==> config.mk <==
export PLATFORM = sky130hd
export DESIGN_NAME = outev_flag_regs
export DESIGN_NICKNAME = d
export VERILOG_FILES = /design/src/rtl/outev_pkg.sv /design/src/rtl/outev_rst_sync.sv /design/src/rtl/outev_edge_det.sv /design/src/rtl/outev_flag_cell.sv /design/src/rtl/outev_reg_if.sv /design/src/rtl/outev_flag_regs.sv
export SDC_FILE = /design/constraint.sdc
export NUM_CORES = 1
export LEC_CHECK = 0
export BUFFER_PORTS_ARGS = -buffer_cell sky130_fd_sc_hd__buf_2
export CORE_MARGIN = 3
export CORE_UTILIZATION = 28
export DETAILED_ROUTE_END_ITERATION = 8
export PLACE_DENSITY = 0.83
export SLEW_MARGIN = 20
export SYNTH_ARGS = -nofsm -noshare
export SYNTH_HDL_FRONTEND = slang
export SYNTH_HIERARCHICAL = 1
export SYNTH_SLANG_ARGS = --single-unit
==> constraint.sdc <==
create_clock -name clk -period 4.02 [get_ports clk]
set_clock_uncertainty 0.1 [all_clocks]
set_input_delay 0.804 -clock clk [delete_from_list [all_inputs] [get_ports clk]]
set_output_delay 0.804 -clock clk [all_outputs]
set_load 0.01 [all_outputs]
==> src/rtl/outev_pkg.sv <==
package outev_pkg;

  // Byte offsets of the register bank
  localparam int unsigned OFF_LEVEL = 32'h10;
  localparam int unsigned OFF_FLAG  = 32'h18;
  localparam int unsigned OFF_CLEAR = 32'h1C;
  localparam int unsigned OFF_FORCE = 32'h20;

  // Register selected by the current address
  typedef enum logic [2:0] {
    SEL_NONE,
    SEL_LEVEL,
    SEL_FLAG,
    SEL_CLEAR,
    SEL_FORCE
  } reg_sel_e;

endpackage

==> src/rtl/outev_rst_sync.sv <==
module outev_rst_sync #(
  parameter int STAGES = 2
) (
  input  logic clk,
  input  logic rst_n,
  output logic rst_sync_n
);

  logic [STAGES-1:0] sync_q;
  logic [STAGES-1:0] sync_d;

  always_comb begin
    sync_d = {sync_q[STAGES-2:0], 1'b1};
  end

  always_ff @(posedge clk or negedge rst_n) begin
    if (!rst_n) begin
      sync_q <= '0;
    end else begin
      sync_q <= sync_d;
    end
  end

  assign rst_sync_n = sync_q[STAGES-1];

endmodule

==> src/rtl/outev_edge_det.sv <==
module outev_edge_det (
  input  logic clk,
  input  logic rst_n,
  input  logic sig_i,
  output logic rise_o
);

  logic prev_q;
  logic prev_d;

  always_comb begin
    prev_d = sig_i;
    rise_o = sig_i & ~prev_q;
  end

  always_ff @(posedge clk or negedge rst_n) begin
    if (!rst_n) begin
      prev_q <= 1'b0;
    end else begin
      prev_q <= prev_d;
    end
  end

  // A detected edge must leave the stored level high one cycle later
  AST_RISE_STORED: assert property (@(posedge clk) disable iff (!rst_n)
    rise_o |=> prev_q) else $error("AST_RISE_STORED");

endmodule

==> src/rtl/outev_flag_cell.sv <==
module outev_flag_cell (
  input  logic clk,
  input  logic rst_n,
  input  logic hw_set_i,
  input  logic sw_set_i,
  input  logic sw_clr_i,
  output logic flag_o
);

  logic flag_q;
  logic flag_d;
  logic flag_en;
  logic any_set;

  always_comb begin
    any_set = hw_set_i | sw_set_i;
    flag_en = any_set | sw_clr_i;
    // any set source takes priority over a clear
    flag_d  = any_set;
  end

  always_ff @(posedge clk or negedge rst_n) begin
    if (!rst_n) begin
      flag_q <= 1'b0;
    end else if (flag_en) begin
      flag_q <= flag_d;
    end
  end

  assign flag_o = flag_q;

  AST_HW_BEATS_CLR: assert property (@(posedge clk) disable iff (!rst_n)
    (hw_set_i && sw_clr_i) |=> flag_o) else $error("AST_HW_BEATS_CLR");
  AST_HW_SETS: assert property (@(posedge clk) disable iff (!rst_n)
    hw_set_i |=> flag_o) else $error("AST_HW_SETS");
  AST_FORCE_SETS: assert property (@(posedge clk) disable iff (!rst_n)
    sw_set_i |=> flag_o) else $error("AST_FORCE_SETS");
  AST_CLR_ONLY: assert property (@(posedge clk) disable iff (!rst_n)
    (sw_clr_i && !hw_set_i && !sw_set_i) |=> !flag_o) else $error("AST_CLR_ONLY");
  AST_FLAG_HOLDS: assert property (@(posedge clk) disable iff (!rst_n)
    (!sw_clr_i && !hw_set_i && !sw_set_i) |=> $stable(flag_o)) else $error("AST_FLAG_HOLDS");

endmodule

==> src/rtl/outev_reg_if.sv <==
module outev_reg_if #(
  parameter int ADDR_W = 8,
  parameter int DATA_W = 32
) (
  input  logic              clk,
  input  logic              rst_n,
  input  logic [ADDR_W-1:0] bus_addr,
  input  logic              bus_wen,
  input  logic [DATA_W-1:0] bus_wdata,
  input  logic              bus_ren,
  output logic [DATA_W-1:0] bus_rdata,
  input  logic              level_i,
  input  logic              flag_i,
  output logic              clr_stb_o,
  output logic              frc_stb_o
);

  import outev_pkg::*;

  localparam logic [ADDR_W-1:0] A_LEVEL = ADDR_W'(OFF_LEVEL);
  localparam logic [ADDR_W-1:0] A_FLAG  = ADDR_W'(OFF_FLAG);
  localparam logic [ADDR_W-1:0] A_CLEAR = ADDR_W'(OFF_CLEAR);
  localparam logic [ADDR_W-1:0] A_FORCE = ADDR_W'(OFF_FORCE);

  reg_sel_e    sel;
  logic        rd_bit;

  always_comb begin
    unique case (bus_addr)
      A_LEVEL: sel = SEL_LEVEL;
      A_FLAG:  sel = SEL_FLAG;
      A_CLEAR: sel = SEL_CLEAR;
      A_FORCE: sel = SEL_FORCE;
      default: sel = SEL_NONE;
    endcase
  end

  always_comb begin
    clr_stb_o = bus_wen && (sel == SEL_CLEAR) && bus_wdata[0];
    frc_stb_o = bus_wen && (sel == SEL_FORCE) && bus_wdata[0];
  end

  always_comb begin
    case (sel)
      SEL_LEVEL: rd_bit = level_i;
      SEL_FLAG:  rd_bit = flag_i;
      default:   rd_bit = 1'b0;
    endcase
    bus_rdata = {{(DATA_W-1){1'b0}}, (bus_ren & rd_bit)};
  end

  AST_RSVD_ZERO: assert property (@(posedge clk) disable iff (!rst_n)
    bus_rdata[DATA_W-1:1] == '0) else $error("AST_RSVD_ZERO");
  AST_STB_EXCL: assert property (@(posedge clk) disable iff (!rst_n)
    $onehot0({clr_stb_o, frc_stb_o})) else $error("AST_STB_EXCL");
  AST_IDLE_ZERO: assert property (@(posedge clk) disable iff (!rst_n)
    !bus_ren |-> (bus_rdata == '0)) else $error("AST_IDLE_ZERO");
  AST_PORT_RD_ZERO: assert property (@(posedge clk) disable iff (!rst_n)
    (sel == SEL_CLEAR || sel == SEL_FORCE) |-> (bus_rdata == '0)) else $error("AST_PORT_RD_ZERO");

endmodule

==> src/rtl/outev_flag_regs.sv <==
module outev_flag_regs #(
  parameter int ADDR_W = 8,
  parameter int DATA_W = 32
) (
  input  logic              clk,
  input  logic              rst_n,
  input  logic              mon_i,
  input  logic [ADDR_W-1:0] bus_addr,
  input  logic              bus_wen,
  input  logic [DATA_W-1:0] bus_wdata,
  input  logic              bus_ren,
  output logic [DATA_W-1:0] bus_rdata
);

  logic rst_int_n;
  logic rise;
  logic clr_stb;
  logic frc_stb;
  logic flag;

  outev_rst_sync #(.STAGES(2)) u_rst_sync (
    .clk        (clk),
    .rst_n      (rst_n),
    .rst_sync_n (rst_int_n)
  );

  outev_edge_det u_edge (
    .clk    (clk),
    .rst_n  (rst_int_n),
    .sig_i  (mon_i),
    .rise_o (rise)
  );

  outev_flag_cell u_flag (
    .clk      (clk),
    .rst_n    (rst_int_n),
    .hw_set_i (rise),
    .sw_set_i (frc_stb),
    .sw_clr_i (clr_stb),
    .flag_o   (flag)
  );

  outev_reg_if #(.ADDR_W(ADDR_W), .DATA_W(DATA_W)) u_regs (
    .clk       (clk),
    .rst_n     (rst_int_n),
    .bus_addr  (bus_addr),
    .bus_wen   (bus_wen),
    .bus_wdata (bus_wdata),
    .bus_ren   (bus_ren),
    .bus_rdata (bus_rdata),
    .level_i   (mon_i),
    .flag_i    (flag),
    .clr_stb_o (clr_stb),
    .frc_stb_o (frc_stb)
  );

endmodule

==> results.json, run 1 <==
{
  "reg2regPathDepth": 3,
  "drtPass1Iterations": 1,
  "clock_power_share_pct": 41.7,
  "final.period_utilization_pct": 70.6,
  "worst-path-buf-inv": 2,
  "grt_antenna_before_repair": 0,
  "layout_commonest_cell": "conb_1",
  "yosysWarningCount": 6,
  "cts_buffer_depth": 2,
  "overflow": 0,
  "die_x_um": 45.8,
  "p_sw_w": 0.0000342,
  "wl_um": 679,
  "cp_slowest_cell": "or4_1",
  "wl_met1_um": 152,
  "p_seq_share_pct": 36.4,
  "grt_usage_pct": 6.44,
  "synth_top_area_cell": "buf_4",
  "slew_viol_final": 0,
  "worstPathRequired_ps": 3120,
  "arrival_ps": 1940,
  "fin_crit_ps": 2840,
  "swShare_pct": 29.2,
  "cp-start-kind": "input pin",
  "drive_gt1_share_pct": 28.4,
  "p_int_w": 0.0000830,
  "synth_cell_type_count": 15,
  "worstSkewPairLatency_ps": 230,
  "final_util_pct": 32.1,
  "max_freq_mhz": 352,
  "numCtsBuffers": 3,
  "synthTopCellsByArea": "buf_4 (53%), dfrtp_1 (23%), nor4b_2 (3.4%), nor2b_4 (3.1%), or4bb_1 (2.5%)",
  "core_area_mm2": 0.00138,
  "ctsResizeCount": 0,
  "pin_count": 77,
  "slowest_delay_ps": 590,
  "regToRegEndpoint": "u_flag/flag_o",
  "hp-class": "input pin to async pin",
  "ys_ff_latch": 4,
  "core.rowCount": 13,
  "reg2reg_slack_ps": 3250,
  "cp_max_fo": 3,
  "yosys.area.top_type_share_pct": 52.5,
  "power.leakage_nw": 0.261,
  "gp_congestion": 0.661,
  "antenna_left": 0,
  "seq_area_frac_synth_pct": 22.6,
  "syn_area_um2": 443,
  "grt_pass1_wl_um": 883,
  "final_nets": 114,
  "top_layer_used": "met3",
  "cpMostUsedCell": "buf_2",
  "initial_core_util_pct": 32.0,
  "routed-wl-met2_um": 336,
  "dpl.hpwl_um": 630,
  "syn_to_final_growth_pct": 0.282,
  "via_per_inst": 3.57,
  "status": "finished, final reports clean",
  "hold_viol_final": 0,
  "mostFrequentLayoutCells": "conb_1 (32), buf_2 (14), dfrtp_1 (4)",
  "path_depth": 4,
  "avgRoutedWirePerCell_um": 8.28,
  "io_buffers": 14,
  "worstSetupPathType": "input pin to primary output",
  "grt_max_degree": 4,
  "root_buffer": "clkbuf_4",
  "post_cts_buffers": 0,
  "avgSynthCellArea_um2": 8.86,
  "htreeDepth": 1,
  "hold_buffers": 1,
  "grt_setup_unrepaired": "false",
  "netlist_instances": 50,
  "diodes": 0,
  "r2r_start": "u_edge/prev_q",
  "setup-tns-final_ps": 0,
  "end_kind": "primary output",
  "dieArea_mm2": 0.00209,
  "die_y_um": 45.8,
  "cap_violations": 0,
  "whs_ps": 247,
  "p_per_area_mw_per_mm2": 264,
  "crit_chain": "buf_2, or4_1, nor4b_2, buf_2",
  "path_clk_slew_ps": 30,
  "ir_worst_vdd_uv": 169,
  "pwr-share-comb_pct": 21.9,
  "wl_met3_um": 190,
  "grt_pass1_vias": 240,
  "drcViolationCount": 0,
  "drt_iter0_drc": 0,
  "setup_viol": 0,
  "cts_tree": "built",
  "critical-path-top-delay-family": "simple AND/OR/NAND/NOR gates",
  "cts.sinks": 4,
  "via_count": 293
}
cell usage after synthesis:
cell       n
buf_4     31
dfrtp_1    4
conb_1     2
nor3_1     2
inv_1      1
mux2i_1    1
nand2_1    1
nand4b_1   1
nor2_1     1
nor2b_4    1
nor4b_2    1
o21ai_1    1
or4_1      1
or4b_1     1
or4bb_1    1
cell type report:
| cell class | count | area, µm² |
|---|---|---|
| Tap cell | 15 | 18.8 |
| Fill cell | 150 | 938 |
| Clock buffer | 3 | 22.5 |
| Multi-Input combinational cell | 44 | 219 |
| Timing Repair Buffer | 15 | 80.1 |
| Sequential cell | 4 | 100 |
| Inverter | 1 | 3.75 |
registers in the layout, summed over array words and instances, names as in the netlist:
name,count
u_edge/prev_q,1
u_flag/flag_o,1
u_rst_sync/sync_q,2
worst register-to-register path: cells and delay by family, from the launching register on:
kind | cells | cell delay (ps)
compound gates | 1 | 80
flops | 1 | 380
simple gates | 2 | 140
kinds of logic after synthesis:
logic type | Yosys count | synth area share (%)
multiplexers | 1 | 2.26
flip-flops | 4 | 22.6
buffers and inverters | 32 | 53.4
other | 2 | 1.70
AO/OA/AOI/OAI | 1 | 1.13
AND/OR/NAND/NOR | 10 | 18.9
routing by layer:
metal | up-vias | track usage [%]
li1 | 134 | -
met1 | 126 | 5.01
met2 | 33 | 11.7
met3 | 0 | 5.53
met4 | 0 | 1.70
met5 | - | 0
stage by stage:
step	setup slack, ps	cell area [µm²]	instances	total power (W)
2_1_floorplan	1350	556	80	0.0000820
3_5_place_dp	1170	412	78	0.0000676
6_report	1180	444	82	0.000117
3_3_place_gp	1180	412	78	0.0000668
4_1_cts	1160	444	82	0.000119
5_1_grt	1120	444	82	0.000126
worst max path at each step:
stage	startpoint	to	slack [ps]
6_report	bus_addr[1]	bus_rdata[0]	1180
3_3_place_gp	bus_addr[1]	bus_rdata[0]	1180
2_1_floorplan	bus_addr[1]	bus_rdata[0]	1350
3_5_place_dp	bus_addr[1]	bus_rdata[0]	1170
4_1_cts	bus_addr[1]	bus_rdata[0]	1160
5_1_grt	bus_addr[1]	bus_rdata[0]	1120
power groups by stage:
stage	sequential, W	combinational, W	clock, W
2_1_floorplan	0.0000433	0.0000386	0
6_report	0.0000427	0.0000257	0.0000488
4_1_cts	0.0000427	0.0000252	0.0000507
3_3_place_gp	0.0000434	0.0000235	0
3_5_place_dp	0.0000435	0.0000241	0
5_1_grt	0.0000428	0.0000294	0.0000541
Note: power is estimated with default switching activity, not from simulation.
==> run 2: changes to the inputs <==
ABC_AREA = 1   (was default)
PLACE_DENSITY = 0.78   (was 0.83)
clock period = 2.81 ns   (was 4.02 ns; I/O delays follow)
==> results.json, run 2 <==
{
  "avgSynthCellArea_um2": 7.12,
  "largest_reg_flops": 2,
  "ir_worst_vdd_uv": 139,
  "cp_slowest_cell": "nor2_4",
  "numCtsBuffers": 3,
  "diodes": 0,
  "worstSetupPathType": "input pin to primary output",
  "dieArea_mm2": 0.00235,
  "slew_viol_final": 0,
  "post_cts_buffers": 0,
  "initial_core_util_pct": 31.7,
  "seq_area_frac_synth_pct": 19.8,
  "worst_hold_startpoint": "u_rst_sync/sync_q[0]",
  "grt_usage_pct": 6.86,
  "crit_chain": "buf_2, nor2_1, nand2_2, nor2_4, nand2_1, nand2_1, inv_1, nor2_2, buf_2",
  "setup-tns-final_ps": 0,
  "avgRoutedWirePerCell_um": 6.77,
  "wl_um": 765,
  "post-place-ws_ps": 765,
  "wl_met3_um": 105,
  "gp_congestion": 0.667,
  "ys_ff_latch": 4,
  "core.rowCount": 14,
  "yosysWarningCount": 6,
  "synth_cell_type_count": 15,
  "yosys-top-cells-count": "buf_4 (31), nand2_1 (9), nor2_1 (9), inv_1 (5), dfrtp_1 (4)",
  "via_per_inst": 3.18,
  "status": "finished, final reports clean",
  "synthTopCellsByArea": "buf_4 (46%), dfrtp_1 (20%), nand2_1 (6.7%), nor2_1 (6.7%), inv_1 (3.7%)",
  "top_layer_used": "met4",
  "grt_pass1_wl_mm": 1.25,
  "p_per_area_mw_per_mm2": 330,
  "antenna_left": 0,
  "via_count": 359,
  "cap_violations": 0,
  "synth_top_area_cell": "buf_4",
  "pin_count": 77,
  "final_nets": 136,
  "reg2reg_slack_ps": 2040,
  "syn_to_final_growth_pct": 4.46,
  "netlist_instances": 71,
  "overflow": 0,
  "die_y_um": 48.5,
  "end_kind": "primary output",
  "hold_viol_final": 0,
  "path_clk_slew_ps": 40,
  "final.period_utilization_pct": 72.9,
  "synth_most_common_cell": "buf_4",
  "multi_input_area_um2": 263,
  "grt_pass1_vias": 314,
  "max_freq_mhz": 488,
  "power.leakage_nw": 0.305,
  "core_area_mm2": 0.00159,
  "drtPass1Iterations": 1,
  "n_fill_cell": 168,
  "yosys.area.top_type_share_pct": 46.0,
  "r2r_start": "u_rst_sync/sync_q[1]",
  "htreeDepth": 1,
  "layout_commonest_cell": "conb_1",
  "largest-register": "u_rst_sync/sync_q",
  "arrival_ps": 1390,
  "grt_setup_unrepaired": "false",
  "min_to": "u_rst_sync/sync_q[1]",
  "cp_max_fo": 5,
  "final-seq-area_um2": 100,
  "routed-wl-met2_um": 403,
  "cp-start-kind": "input pin",
  "worstHoldPathCells": 0,
  "grt_antenna_before_repair": 0,
  "reg2regPathDepth": 1,
  "cts_tree": "built",
  "root_buffer": "clkbuf_4",
  "mostFrequentLayoutCells": "conb_1 (32), buf_2 (14), nand2_1 (9), nor2_1 (9), inv_1 (5)",
  "drt_iter0_drc": 0,
  "regToRegEndpoint": "u_edge/prev_q",
  "worstSkewPairLatency_ps": 230,
  "cts.sinks": 4,
  "wl_met1_um": 241,
  "syn_area_um2": 505,
  "drcViolationCount": 0,
  "drive_gt1_share_pct": 27.0,
  "grt_max_degree": 6,
  "synth_edf_count": 0,
  "hp-class": "register to register",
  "die_x_um": 48.5,
  "setup_viol": 0,
  "fin_crit_ps": 2050,
  "worstPathRequired_ps": 2150,
  "synthArstFlopShare_pct": 100,
  "io_buffers": 14,
  "ys.flop_type": "dfrtp_1",
  "cts_buffer_depth": 2,
  "slowest_delay_ps": 140,
  "dpl.hpwl_um": 679,
  "fin_ws_ps": 761
}
-- run 2: changes by cell type after synthesis, moves of 2 or more --
cell	before	now
nand2_1	1	9
nand3_1	0	2
nor2_2	0	2
nor2_1	1	9
inv_1	1	5
-- run 2: stage by stage --
stage	hold WS, ps	utilization, %	area [µm²]	std cells	power, W
floorplan	-88.9	-	618	101	0.000122
global placement	-85.3	30.5	485	108	0.000102
detailed placement	-83.1	30.5	485	108	0.000103
CTS	2.55	32.5	518	112	0.000177
global route	273	33.1	528	113	0.000190
finish	258	33.1	528	113	0.000174
-- run 2: worst max-delay path by stage --
stage | from | endpoint | slack [ps] | cells after the start
2_1_floorplan | bus_addr[1] | bus_rdata[0] | 1000 | 7
3_3_place_gp | bus_addr[1] | bus_rdata[0] | 790 | 9
3_5_place_dp | bus_addr[1] | bus_rdata[0] | 760 | 9
4_1_cts | bus_addr[1] | bus_rdata[0] | 760 | 9
5_1_grt | bus_addr[1] | bus_rdata[0] | 650 | 8
6_report | bus_addr[1] | bus_rdata[0] | 760 | 9
-- run 2: power by group --
part	leakage (nW)	total, W	internal [W]	switching, W
sequential	0.0437	0.0000608	0.0000601	0.000000639
combinational	0.248	0.0000445	0.0000127	0.0000318
clock	0.0138	0.0000688	0.0000476	0.0000212
-- run 2: routing by layer --
layer | track usage, % | up-vias
li1 | - | 182
met1 | 6.04 | 147
met2 | 12.2 | 28
met3 | 2.76 | 2
met4 | 5.69 | 0
met5 | 0 | -
-- run 2: timing repair --
item | CTS | global route
gates resized for setup | 0 | 0
hold buffers | 1 | 1
hold endpoints to repair | 2 | 2
-- run 2: area by class of cell --
| type | count | share of cell area, % |
|---|---|---|
| multi-input cells | 60 | 49.8 |
| repair buffers | 16 | 17.1 |
| well taps | 24 | 5.69 |
| flip-flops and latches | 4 | 19.0 |
| inverters | 6 | 4.27 |
| clock buffers | 3 | 4.27 |
-- run 2: critical path: cells and delay by family --
family / cells / cell delay [ps]
AND/OR/NAND/NOR: 6 / 560
buffers and inverters: 3 / 270
-- run 2: cell families after synthesis --
group / after synthesis / synth area share, %
other cells: 2 / 1.49
flops: 4 / 19.8
buf+inv: 37 / 50.5
simple gates: 27 / 26.5
xor+xnor: 1 / 1.73
==> run 3: changes to the inputs <==
clock period = 2 ns   (was 2.81 ns; I/O delays follow)
==> results.json, run 3 (synthesized netlist as in run 2, its figures left out) <==
{
  "worstPathRequired_ps": 1500,
  "pin_count": 77,
  "syn_to_final_growth_pct": 4.46,
  "p_per_area_mw_per_mm2": 463,
  "gr-usage-met2_pct": 12.6,
  "hold_viol_final": 0,
  "dpl.hpwl_um": 679,
  "via_per_inst": 3.18,
  "io_buffers": 14,
  "slew_viol_final": 0,
  "path_clk_slew_ps": 30,
  "status": "finished, final reports clean",
  "n_fill_cell": 168,
  "grt_antenna_before_repair": 0,
  "worstSetupPathType": "input pin to primary output",
  "dieArea_mm2": 0.00235,
  "drive_gt1_share_pct": 27.0,
  "cts.sinks": 4,
  "setup_viol": 0,
  "root_buffer": "clkbuf_4",
  "grt_pass1_wl_mm": 1.28,
  "die_y_um": 48.5,
  "via_count": 359,
  "final_nets": 136,
  "initial_core_util_pct": 31.7,
  "power.leakage_nw": 0.305,
  "htreeDepth": 1,
  "cp_max_fo": 5,
  "avgRoutedWirePerCell_um": 6.77,
  "final-seq-area_um2": 100,
  "cap_violations": 0,
  "drcViolationCount": 0,
  "cts_tree": "built",
  "grtUsageMet1_pct": 6.04,
  "setup-tns-final_ps": 0,
  "end_kind": "primary output",
  "post_cts_buffers": 0,
  "largest_reg_flops": 2,
  "cp-start-kind": "input pin",
  "grt_busiest_layer": "met2",
  "layout_commonest_cell": "conb_1",
  "power_w": 0.000245,
  "cts_buffer_depth": 2,
  "drt_iter0_drc": 0,
  "fin_ws_ps": 275,
  "grt_pass1_vias": 326,
  "overflow": 0,
  "grt_max_degree": 6,
  "instances_no_fill": 113,
  "dp_cells": 108,
  "use_met3_pct": 2.76,
  "numCtsBuffers": 3,
  "final.period_utilization_pct": 86.2,
  "ir_worst_vdd_uv": 195,
  "post-place-ws_ps": 279,
  "mostFrequentLayoutCells": "conb_1 (32), buf_2 (14), nand2_1 (9), nor2_1 (9), inv_1 (5)",
  "largest-register": "u_rst_sync/sync_q",
  "fin_crit_ps": 1720,
  "grt_setup_unrepaired": "false",
  "drtPass1Iterations": 1,
  "gp_congestion": 0.667,
  "multi_input_area_um2": 263,
  "diodes": 0,
  "worstSkewPairLatency_ps": 230,
  "antenna_left": 0,
  "core.rowCount": 14,
  "die_x_um": 48.5,
  "hp-class": "input pin to register",
  "arrival_ps": 1220,
  "wl_um": 765,
  "max_freq_mhz": 580,
  "grt_usage_pct": 6.99,
  "core_area_mm2": 0.00159
}
run 3: critical path: stages:
cell     delay (ps)
buf_2           100
nor2_1          130
nand2_2         100
nor2_4          140
nand2_1          70
nand2_1          60
inv_1            40
nor2_2           60
buf_2           130
run 3: metrics by stage:
stage                     util [%]  hold WS, ps  cell area (µm²)
after floorplan                  -        -88.9              618
final                         33.1          223              528
after detailed placement      30.5        -83.1              485
after CTS                     33.1          215              528
after global routing          33.1          225              528
after global placement        30.5        -85.3              485
run 3: repair_timing:
action	4_1_cts	5_1_grt
resized for setup	0	0
endpoints found under the hold margin	4	0
hold buffers	2	0
endpoints found under the setup margin	0	0
run 3: worst paths after layout:
path / start / end / slack (ps) / depth (start not counted)
max: bus_addr[1] / bus_rdata[0] / 280 / 9
min: mon_i / u_edge/prev_q / 220 / 1
max reg2reg: u_rst_sync/sync_q[1] / u_edge/prev_q / 1230 / 1
min reg2reg: u_rst_sync/sync_q[0] / u_rst_sync/sync_q[1] / 260 / 0
max in group asynchronous: u_rst_sync/sync_q[1] / u_edge/prev_q / 1230 / 1
min in group asynchronous: rst_n / u_rst_sync/sync_q[0] / 390 / 2
run 3: area by class of cell:
type                    instances  share of cell area, %
multi-input cells              60                   49.8
flip-flops and latches          4                   19.0
clock buffers                   3                   4.27
well taps                      24                   5.69
inverters                       6                   4.27
repair buffers                 16                   17.1
run 3: power by group:
| group | switching [W] | total [W] | internal (W) | leakage [nW] |
|---|---|---|---|---|
| clock | 0.0000298 | 0.0000967 | 0.0000669 | 0.0138 |
| sequential | 0.000000898 | 0.0000854 | 0.0000845 | 0.0437 |
| combinational | 0.0000447 | 0.0000626 | 0.0000179 | 0.248 |
| total | 0.0000754 | 0.000245 | 0.000169 | 0.305 |
run 3: layer usage:
metal	share of wire [%]	wire length [µm]	vias to the layer above
met2	53	403	28
li1	-	-	182
met1	32	241	147
met3	14	105	2
met4	1.8	14	0
met5	0	0	-
